===== src/rtl/spim_pkg.sv =====
package spim_pkg;
  localparam logic [1:0] SEL_DATA = 2'd0;
  localparam logic [1:0] SEL_XFER = 2'd1;
  localparam logic [1:0] SEL_CFG  = 2'd2;
  localparam logic [7:0] DIV_RST  = 8'd4;

  typedef struct packed {
    logic half;
    logic lsb;
    logic cpha;
    logic cpol;
    logic cspol;
    logic offline;
  } mode_t;
endpackage


===== src/rtl/spim_regs.sv =====
module spim_regs
  import spim_pkg::*;
#(
  parameter int NCS = 16
) (
  input  logic           clk,
  input  logic           rst,
  input  logic           bus_stb,
  input  logic [2:0]     bus_addr,
  input  logic [31:0]    bus_wdata,
  input  logic [31:0]    rx_word,
  input  logic           active,
  input  logic           pending,
  output mode_t          mode,
  output logic [7:0]     wdiv_f,
  output logic [7:0]     rdiv_f,
  output logic [NCS-1:0] cs_mask,
  output logic [7:0]     wlen,
  output logic [7:0]     rlen,
  output logic           data_wr,
  output logic [31:0]    data_word,
  output logic [31:0]    bus_rdata,
  output logic           bus_rvalid
);
  logic        is_rd, is_wr;
  logic [15:0] mask16;
  logic [31:0] cfg_view, rd_mux;

  assign is_rd     = bus_stb & bus_addr[2];
  assign is_wr     = bus_stb & ~bus_addr[2];
  assign data_wr   = is_wr && (bus_addr[1:0] == SEL_DATA);
  assign data_word = bus_wdata;

  always_comb begin
    mask16 = '0;
    mask16[NCS-1:0] = cs_mask;
    cfg_view = {rdiv_f, wdiv_f, 8'h00, mode.half, mode.lsb, mode.cpha,
                mode.cpol, mode.cspol, pending, active, mode.offline};
    case (bus_addr[1:0])
      SEL_DATA: rd_mux = rx_word;
      SEL_XFER: rd_mux = {rlen, wlen, mask16};
      SEL_CFG:  rd_mux = cfg_view;
      default:  rd_mux = '0;
    endcase
  end

  always_ff @(posedge clk) begin
    if (rst) begin
      mode       <= '0;
      wdiv_f     <= DIV_RST;
      rdiv_f     <= DIV_RST;
      cs_mask    <= '0;
      wlen       <= '0;
      rlen       <= '0;
      bus_rdata  <= '0;
      bus_rvalid <= 1'b0;
    end else begin
      bus_rvalid <= is_rd;
      if (is_rd) bus_rdata <= rd_mux;
      if (is_wr && bus_addr[1:0] == SEL_CFG) begin
        mode.offline <= bus_wdata[0];
        mode.cspol   <= bus_wdata[3];
        mode.cpol    <= bus_wdata[4];
        mode.cpha    <= bus_wdata[5];
        mode.lsb     <= bus_wdata[6];
        mode.half    <= bus_wdata[7];
        wdiv_f       <= bus_wdata[23:16];
        rdiv_f       <= bus_wdata[31:24];
      end
      if (is_wr && bus_addr[1:0] == SEL_XFER) begin
        cs_mask <= bus_wdata[NCS-1:0];
        wlen    <= bus_wdata[23:16];
        rlen    <= bus_wdata[31:24];
      end
    end
  end
endmodule


===== src/rtl/spim_engine.sv =====
module spim_engine
  import spim_pkg::*;
#(
  parameter int NCS = 16
) (
  input  logic           clk,
  input  logic           rst,
  input  mode_t          mode,
  input  logic [7:0]     wdiv_f,
  input  logic [7:0]     rdiv_f,
  input  logic [NCS-1:0] cs_mask,
  input  logic [7:0]     wlen,
  input  logic [7:0]     rlen,
  input  logic           data_wr,
  input  logic [31:0]    data_word,
  input  logic           rx_bit,
  output logic           busy,
  output logic           pend,
  output logic [31:0]    rx_word,
  output logic [NCS-1:0] cur_mask,
  output logic           sclk_lvl,
  output logic           tx_bit,
  output logic           rd_phase
);
  localparam int CW = 9;

  logic [31:0]   pend_word, tx_word, rx_acc, rx_nxt, go_word;
  logic [CW-1:0] cnt, slot, div_cur, half, total, rd_idx;
  logic [7:0]    lat_w, lat_r, lat_wdiv, lat_rdiv;
  logic          in_wr, last_cnt, last_slot, fin, cap, free, go;

  always_comb begin
    in_wr     = slot < {1'b0, lat_w};
    div_cur   = in_wr ? ({1'b0, lat_wdiv} + 9'd2) : ({1'b0, lat_rdiv} + 9'd2);
    half      = div_cur >> 1;
    last_cnt  = (cnt == div_cur - 9'd1);
    total     = {1'b0, lat_w} + {1'b0, lat_r};
    last_slot = (slot == total - 9'd1);
    fin       = busy && last_cnt && last_slot;
    cap       = busy && !in_wr && (cnt == half);
    rd_idx    = slot - {1'b0, lat_w};
    rx_nxt    = rx_acc;
    if (cap) begin
      if (mode.lsb) begin
        if (rd_idx < 9'd32) rx_nxt[rd_idx[4:0]] = rx_bit;
      end else begin
        rx_nxt = {rx_acc[30:0], rx_bit};
      end
    end
    free    = !busy || fin;
    go      = free && (pend || data_wr);
    go_word = pend ? pend_word : data_word;
  end

  always_ff @(posedge clk) begin
    if (rst) begin
      busy      <= 1'b0;
      pend      <= 1'b0;
      pend_word <= '0;
      tx_word   <= '0;
      rx_acc    <= '0;
      rx_word   <= '0;
      cnt       <= '0;
      slot      <= '0;
      lat_w     <= '0;
      lat_r     <= '0;
      lat_wdiv  <= DIV_RST;
      lat_rdiv  <= DIV_RST;
      cur_mask  <= '0;
    end else if (mode.offline) begin
      busy <= 1'b0;
      pend <= 1'b0;
    end else begin
      rx_acc <= rx_nxt;
      if (busy) begin
        if (last_cnt) begin
          cnt  <= '0;
          slot <= slot + 9'd1;
        end else begin
          cnt <= cnt + 9'd1;
        end
      end
      if (fin) begin
        rx_word <= rx_nxt;
        busy    <= 1'b0;
      end
      if (data_wr) pend_word <= data_word;
      if (free) pend <= pend && data_wr;
      else if (data_wr) pend <= 1'b1;
      if (go) begin
        busy     <= 1'b1;
        cnt      <= '0;
        slot     <= '0;
        tx_word  <= go_word;
        rx_acc   <= '0;
        lat_w    <= wlen;
        lat_r    <= (wlen == 8'd0 && rlen == 8'd0) ? 8'd1 : rlen;
        lat_wdiv <= wdiv_f;
        lat_rdiv <= rdiv_f;
        cur_mask <= cs_mask;
      end
    end
  end

  always_comb begin
    tx_bit = 1'b0;
    if (in_wr && slot < 9'd32)
      tx_bit = mode.lsb ? tx_word[slot[4:0]] : tx_word[5'd31 - slot[4:0]];
  end

  assign sclk_lvl = mode.cpol ^ (mode.cpha ? (cnt < half) : (cnt >= half));
  assign rd_phase = busy && !in_wr;
endmodule


===== src/rtl/spim_pins.sv =====
module spim_pins
  import spim_pkg::*;
#(
  parameter int NCS = 16
) (
  input  logic           clk,
  input  logic           rst,
  input  mode_t          mode,
  input  logic           busy,
  input  logic [NCS-1:0] cur_mask,
  input  logic           sclk_lvl,
  input  logic           tx_bit,
  input  logic           rd_phase,
  output logic [NCS-1:0] cs,
  output logic           sclk,
  output logic           mosi,
  output logic           mosi_oe
);
  logic run;
  assign run = busy && !mode.offline;

  for (genvar g = 0; g < NCS; g++) begin : g_cs
    always_ff @(posedge clk) begin
      if (rst) cs[g] <= 1'b1;
      else     cs[g] <= (run && cur_mask[g]) ? mode.cspol : ~mode.cspol;
    end
  end

  always_ff @(posedge clk) begin
    if (rst) begin
      sclk    <= 1'b0;
      mosi    <= 1'b0;
      mosi_oe <= 1'b1;
    end else begin
      sclk    <= run ? sclk_lvl : mode.cpol;
      mosi    <= run ? tx_bit : 1'b0;
      mosi_oe <= !(run && mode.half && rd_phase);
    end
  end
endmodule


===== src/rtl/spim_top.sv =====
module spim_top
  import spim_pkg::*;
#(
  parameter int NCS = 16
) (
  input  logic           clk,
  input  logic           rst,
  input  logic           bus_stb,
  input  logic [2:0]     bus_addr,
  input  logic [31:0]    bus_wdata,
  output logic [31:0]    bus_rdata,
  output logic           bus_rvalid,
  output logic           spi_sclk,
  output logic           spi_mosi,
  output logic           spi_mosi_oe,
  input  logic           spi_mosi_in,
  input  logic           spi_miso,
  output logic [NCS-1:0] spi_cs
);
  mode_t          mode_q;
  logic [7:0]     wdiv_f, rdiv_f, wlen, rlen;
  logic [NCS-1:0] cs_mask, cur_mask;
  logic [31:0]    data_word, rx_word;
  logic           data_wr, eng_busy, eng_pend, sclk_lvl, tx_bit, rd_phase, rx_bit;

  assign rx_bit = mode_q.half ? spi_mosi_in : spi_miso;

  spim_regs #(.NCS(NCS)) u_regs (
    .clk(clk), .rst(rst), .bus_stb(bus_stb), .bus_addr(bus_addr),
    .bus_wdata(bus_wdata), .rx_word(rx_word), .active(eng_busy),
    .pending(eng_pend), .mode(mode_q), .wdiv_f(wdiv_f), .rdiv_f(rdiv_f),
    .cs_mask(cs_mask), .wlen(wlen), .rlen(rlen), .data_wr(data_wr),
    .data_word(data_word), .bus_rdata(bus_rdata), .bus_rvalid(bus_rvalid)
  );

  spim_engine #(.NCS(NCS)) u_eng (
    .clk(clk), .rst(rst), .mode(mode_q), .wdiv_f(wdiv_f), .rdiv_f(rdiv_f),
    .cs_mask(cs_mask), .wlen(wlen), .rlen(rlen), .data_wr(data_wr),
    .data_word(data_word), .rx_bit(rx_bit), .busy(eng_busy), .pend(eng_pend),
    .rx_word(rx_word), .cur_mask(cur_mask), .sclk_lvl(sclk_lvl),
    .tx_bit(tx_bit), .rd_phase(rd_phase)
  );

  spim_pins #(.NCS(NCS)) u_pins (
    .clk(clk), .rst(rst), .mode(mode_q), .busy(eng_busy), .cur_mask(cur_mask),
    .sclk_lvl(sclk_lvl), .tx_bit(tx_bit), .rd_phase(rd_phase),
    .cs(spi_cs), .sclk(spi_sclk), .mosi(spi_mosi), .mosi_oe(spi_mosi_oe)
  );
endmodule


===== config.mk =====
export PLATFORM = sky130hd
export DESIGN_NAME = spim_top
export DESIGN_NICKNAME = d
export VERILOG_FILES = /design/src/rtl/spim_pkg.sv /design/src/rtl/spim_regs.sv /design/src/rtl/spim_engine.sv /design/src/rtl/spim_pins.sv /design/src/rtl/spim_top.sv
export SDC_FILE = /design/constraint.sdc
export NUM_CORES = 1
export LEC_CHECK = 0
export BUFFER_PORTS_ARGS = -buffer_cell sky130_fd_sc_hd__buf_2
export CORE_MARGIN = 8
export CORE_UTILIZATION = 31
export CTS_CLUSTER_SIZE = 25
export DETAILED_ROUTE_END_ITERATION = 8
export GPL_TIMING_DRIVEN = 1
export SLEW_MARGIN = 20
export SYNTH_ARGS = -nofsm -noshare
export SYNTH_HDL_FRONTEND = slang
export SYNTH_HIERARCHICAL = 1
export SYNTH_SLANG_ARGS = --single-unit
export TNS_END_PERCENT = 5

===== constraint.sdc =====
create_clock -name clk -period 10.6 [get_ports clk]
set_clock_uncertainty 0.2 [all_clocks]
set_input_delay 0.53 -clock clk [delete_from_list [all_inputs] [get_ports clk]]
set_output_delay 0.53 -clock clk [all_outputs]
set_load 0.01 [all_outputs]

==> results_dict.tcl <==
set metrics [dict create \
    dpl.hpwl_um 34830 \
    finalHoldViolCount 0 \
    min_period_over_period_pct 65.38 \
    cp_max_fo 23 \
    tns_ns 0 \
    critPathKind "reg -> reg" \
    synth-seq-cells 302 \
    final_common_cell "dfxtp_1" \
    drcViolationCount 0 \
    ir_drop_uv 88.89 \
    fin_ws_ns 3.669 \
    synth_enable_flop_cells 0 \
    critPathCaptureType "register" \
    fp-row-count 82 \
    grtUsageTotal_pct 17.08 \
    post_cts.resized_instances 0 \
    critPathArrivalTime_ns 7.18 \
    drive_gt1_share_pct 14.00 \
    cts.repair_timing.setup_buffer_count 0 \
    cpMaxStageDelayCell "dfxtp_1" \
    fmax_ghz 0.1443 \
    rr_worst_depth 21 \
    hold_depth 3 \
    io_pins 92 \
    grt_pass1_wl_um 77690 \
    status "complete, no violations" \
    setup_violations 0 \
    period_minus_slack_ns 6.931 \
    rsz0062_at_grt "false" \
    fp.coreArea_sq_um 49970 \
    max_stage_delay_ns 1.01 \
    avgViaCountPerCell 5.650 \
    nets 1852 \
    antenna_found_initial 2 \
    synth_top_area_share_pct 38.64 \
    ys_seq_area_share_pct 38.64 \
    cts_tree "yes" \
    root_buffer "clkbuf_16" \
    drt_iter0_drc 1500 \
    die_h_um 240.7 \
    ys.flop_type "dfxtp_1" \
    grt_start_max_net_pins 111 \
    synth_area_sq_um 15650 \
    cp_data_required_time_ns 10.85 \
    p_leak_nw 5.836 \
    first_global_vias 12760 \
    synth_largest_area_cell "dfxtp_1" \
    max_cap_viol_count 0 \
    holdWs_ns 0.06478 \
    min_path_type "in -> reg" \
    die_area_sq_um 57920 \
    clk_latency_ns 0.55 \
    async_flop_share_pct 0 \
    worstPathCellList "ha_1, nand3b_1, a211oi_4, nor2_2, mux2i_1, inv_1, ha_1, nand3_1, nor2_1, xnor2_1, mux2i_1, inv_1, ha_1, nand4_1, nor4_1, nand2_1, nor2_1, nand3_1, o31ai_1, o221ai_1, o41ai_1" \
    final_cell_mix "dfxtp_1 (301), nand2_1 (264), a21oi_1 (195)" \
    overflow 0 \
    crit_top_cell "ha_1" \
    avgSynthCellArea_sq_um 8.587 \
    gp_congestion 0.8884 \
    antenna_left 0 \
    relSlewSlack_pct 22.95 \
    vias 13980 \
    start_util_pct 31.31 \
    cts_made_buffers 36 \
    clk_path_buf_depth 3 \
    cp-start-kind "register" \
    synthTopCellsByArea "dfxtp_1 (39%), nand2_1 (6.4%), a21oi_1 (6.2%), o21ai_0 (3.5%), mux4_2 (3.0%)" \
    htreeDepth 2 \
    power_density_nw_per_um2 154.0 \
    worst_slew_pin_slew_ns 1.156 \
    maxSlewViolCount 0 \
    placed_cells 2407 \
    dr.pass1.iters 8 \
    pre_cts_slack_ns 3.762 \
    die_width_um 240.7 \
    layout.cells.non_filler 2474 \
    netlist_instances 1822 \
    holdBufCountCts 0 \
    area_growth_pct 10.89 \
    clk_pin_slew_worst_paths_ns 0.06 \
    wl_per_cell_um 20.76 \
    syn_nets 1900 \
    yosysWarnings 6 \
    portBuffers 91 \
    yosysUniqueCellTypes 81 \
    drt-total-wl_um 51370 \
    clkSinkCount 302 \
]
==> final cells by class <==
type	count	area, sq um
clock inverters	17	203.9
multi-input cells	1269	8416
inverters	51	191.4
well taps	672	840.8
repair buffers	114	654.4
diodes	2	5.005
clock buffers	47	992.2
flip-flops and latches	302	6047
fillers	5109	32620
==> stage by stage <==
| step | instance area [sq um] | util [%] | total power (W) |
|---|---|---|---|
| 4_1_cts | 17320 | 34.66 | 0.002690 |
| 6_report | 17350 | 34.72 | 0.002672 |
| 3_3_place_gp | 16120 | 32.26 | 0.001416 |
| 5_1_grt | 17350 | 34.71 | 0.002759 |
| 2_1_floorplan | 15650 | - | 0.001354 |
| 3_5_place_dp | 16120 | 32.27 | 0.001418 |
==> cells in the mapped netlist (19+ instances only) <==
library cell and instances:
a211oi_1 24, a21oi_1 195, a222oi_1 24, a311oi_1 34
a31oi_1 19, buf_2 25, buf_4 38, clkbuf_1 114
dfxtp_1 302, ha_1 36, inv_1 50, mux2i_1 45
mux4_2 21, nand2_1 265, nand3_1 62, nor2_1 73
o211ai_1 38, o21ai_0 108, o221ai_1 30, o41ai_1 33
xnor2_1 25, xor2_1 21
==> per-layer routing <==
layer | share of wire, % | vias to the layer above | GRT usage [%]
li1 | - | 6564 | -
met1 | 44 | 6768 | 23.50
met2 | 43 | 549 | 25.24
met3 | 9.3 | 96 | 4.658
met4 | 3.2 | 0 | 6.360
met5 | 0 | - | 0
==> power breakdown <==
group | internal (W) | leakage, nW | switching [W] | total [W]
sequential | 0.00115 | 2.44 | 0.0000204 | 0.00117
clock | 0.000760 | 0.598 | 0.000513 | 0.00127
combinational | 0.0000688 | 2.80 | 0.000160 | 0.000229
total | 0.00198 | 5.84 | 0.000693 | 0.00267
==> path summary, 6_finish.rpt <==
path                        from  slack, ns                  end
max                u_eng/slot[1]       3.67    u_eng/rx_word[14]
min                 bus_wdata[1]       0.06   u_eng/pend_word[1]
max reg2reg        u_eng/slot[1]       3.67    u_eng/rx_word[14]
min reg2reg  u_eng/pend_word[16]       0.25  u_eng/pend_word[16]
==> worst max-delay path, delay by kind of cell (launching register included) <==
| family | cells | cell delay (ns) |
|---|---|---|
| AOI/OAI and AO/OA | 4 | 0.88 |
| xor gates and xnor gates | 1 | 0.07 |
| adders and majority gates | 3 | 1.11 |
| buffers and inverters | 2 | 0.22 |
| DFF | 1 | 1.01 |
| muxes | 2 | 0.55 |
| and+or+nand+nor | 9 | 2.76 |
==> registers in the layout (all words and copies together) (netlist names), 8 cells and up <==
signal / count
u_regs/wlen: 8
u_regs/wdiv_f: 8
u_regs/rdiv_f: 8
u_eng/tx_word: 32
u_eng/lat_rdiv: 8
u_eng/lat_w: 8
u_eng/cur_mask: 16
u_eng/rx_acc: 32
u_eng/slot: 9
u_eng/lat_wdiv: 8
u_eng/lat_r: 8
u_pins/cs: 16
u_eng/pend_word: 32
u_regs/bus_rdata: 32
u_regs/rlen: 8
u_eng/cnt: 9
u_regs/cs_mask: 16
u_eng/rx_word: 32
==> kinds of logic after synthesis <==
logic type      after synthesis  share of synthesized area [%]
xor+xnor                     49                          2.983
simple gates                514                          15.08
compound gates              567                          23.79
buf+inv                     251                          7.781
fa+ha+maj                    38                          3.135
flops                       302                          38.64
mux                         101                          8.589
Note: power is estimated with default switching activity, not from simulation.
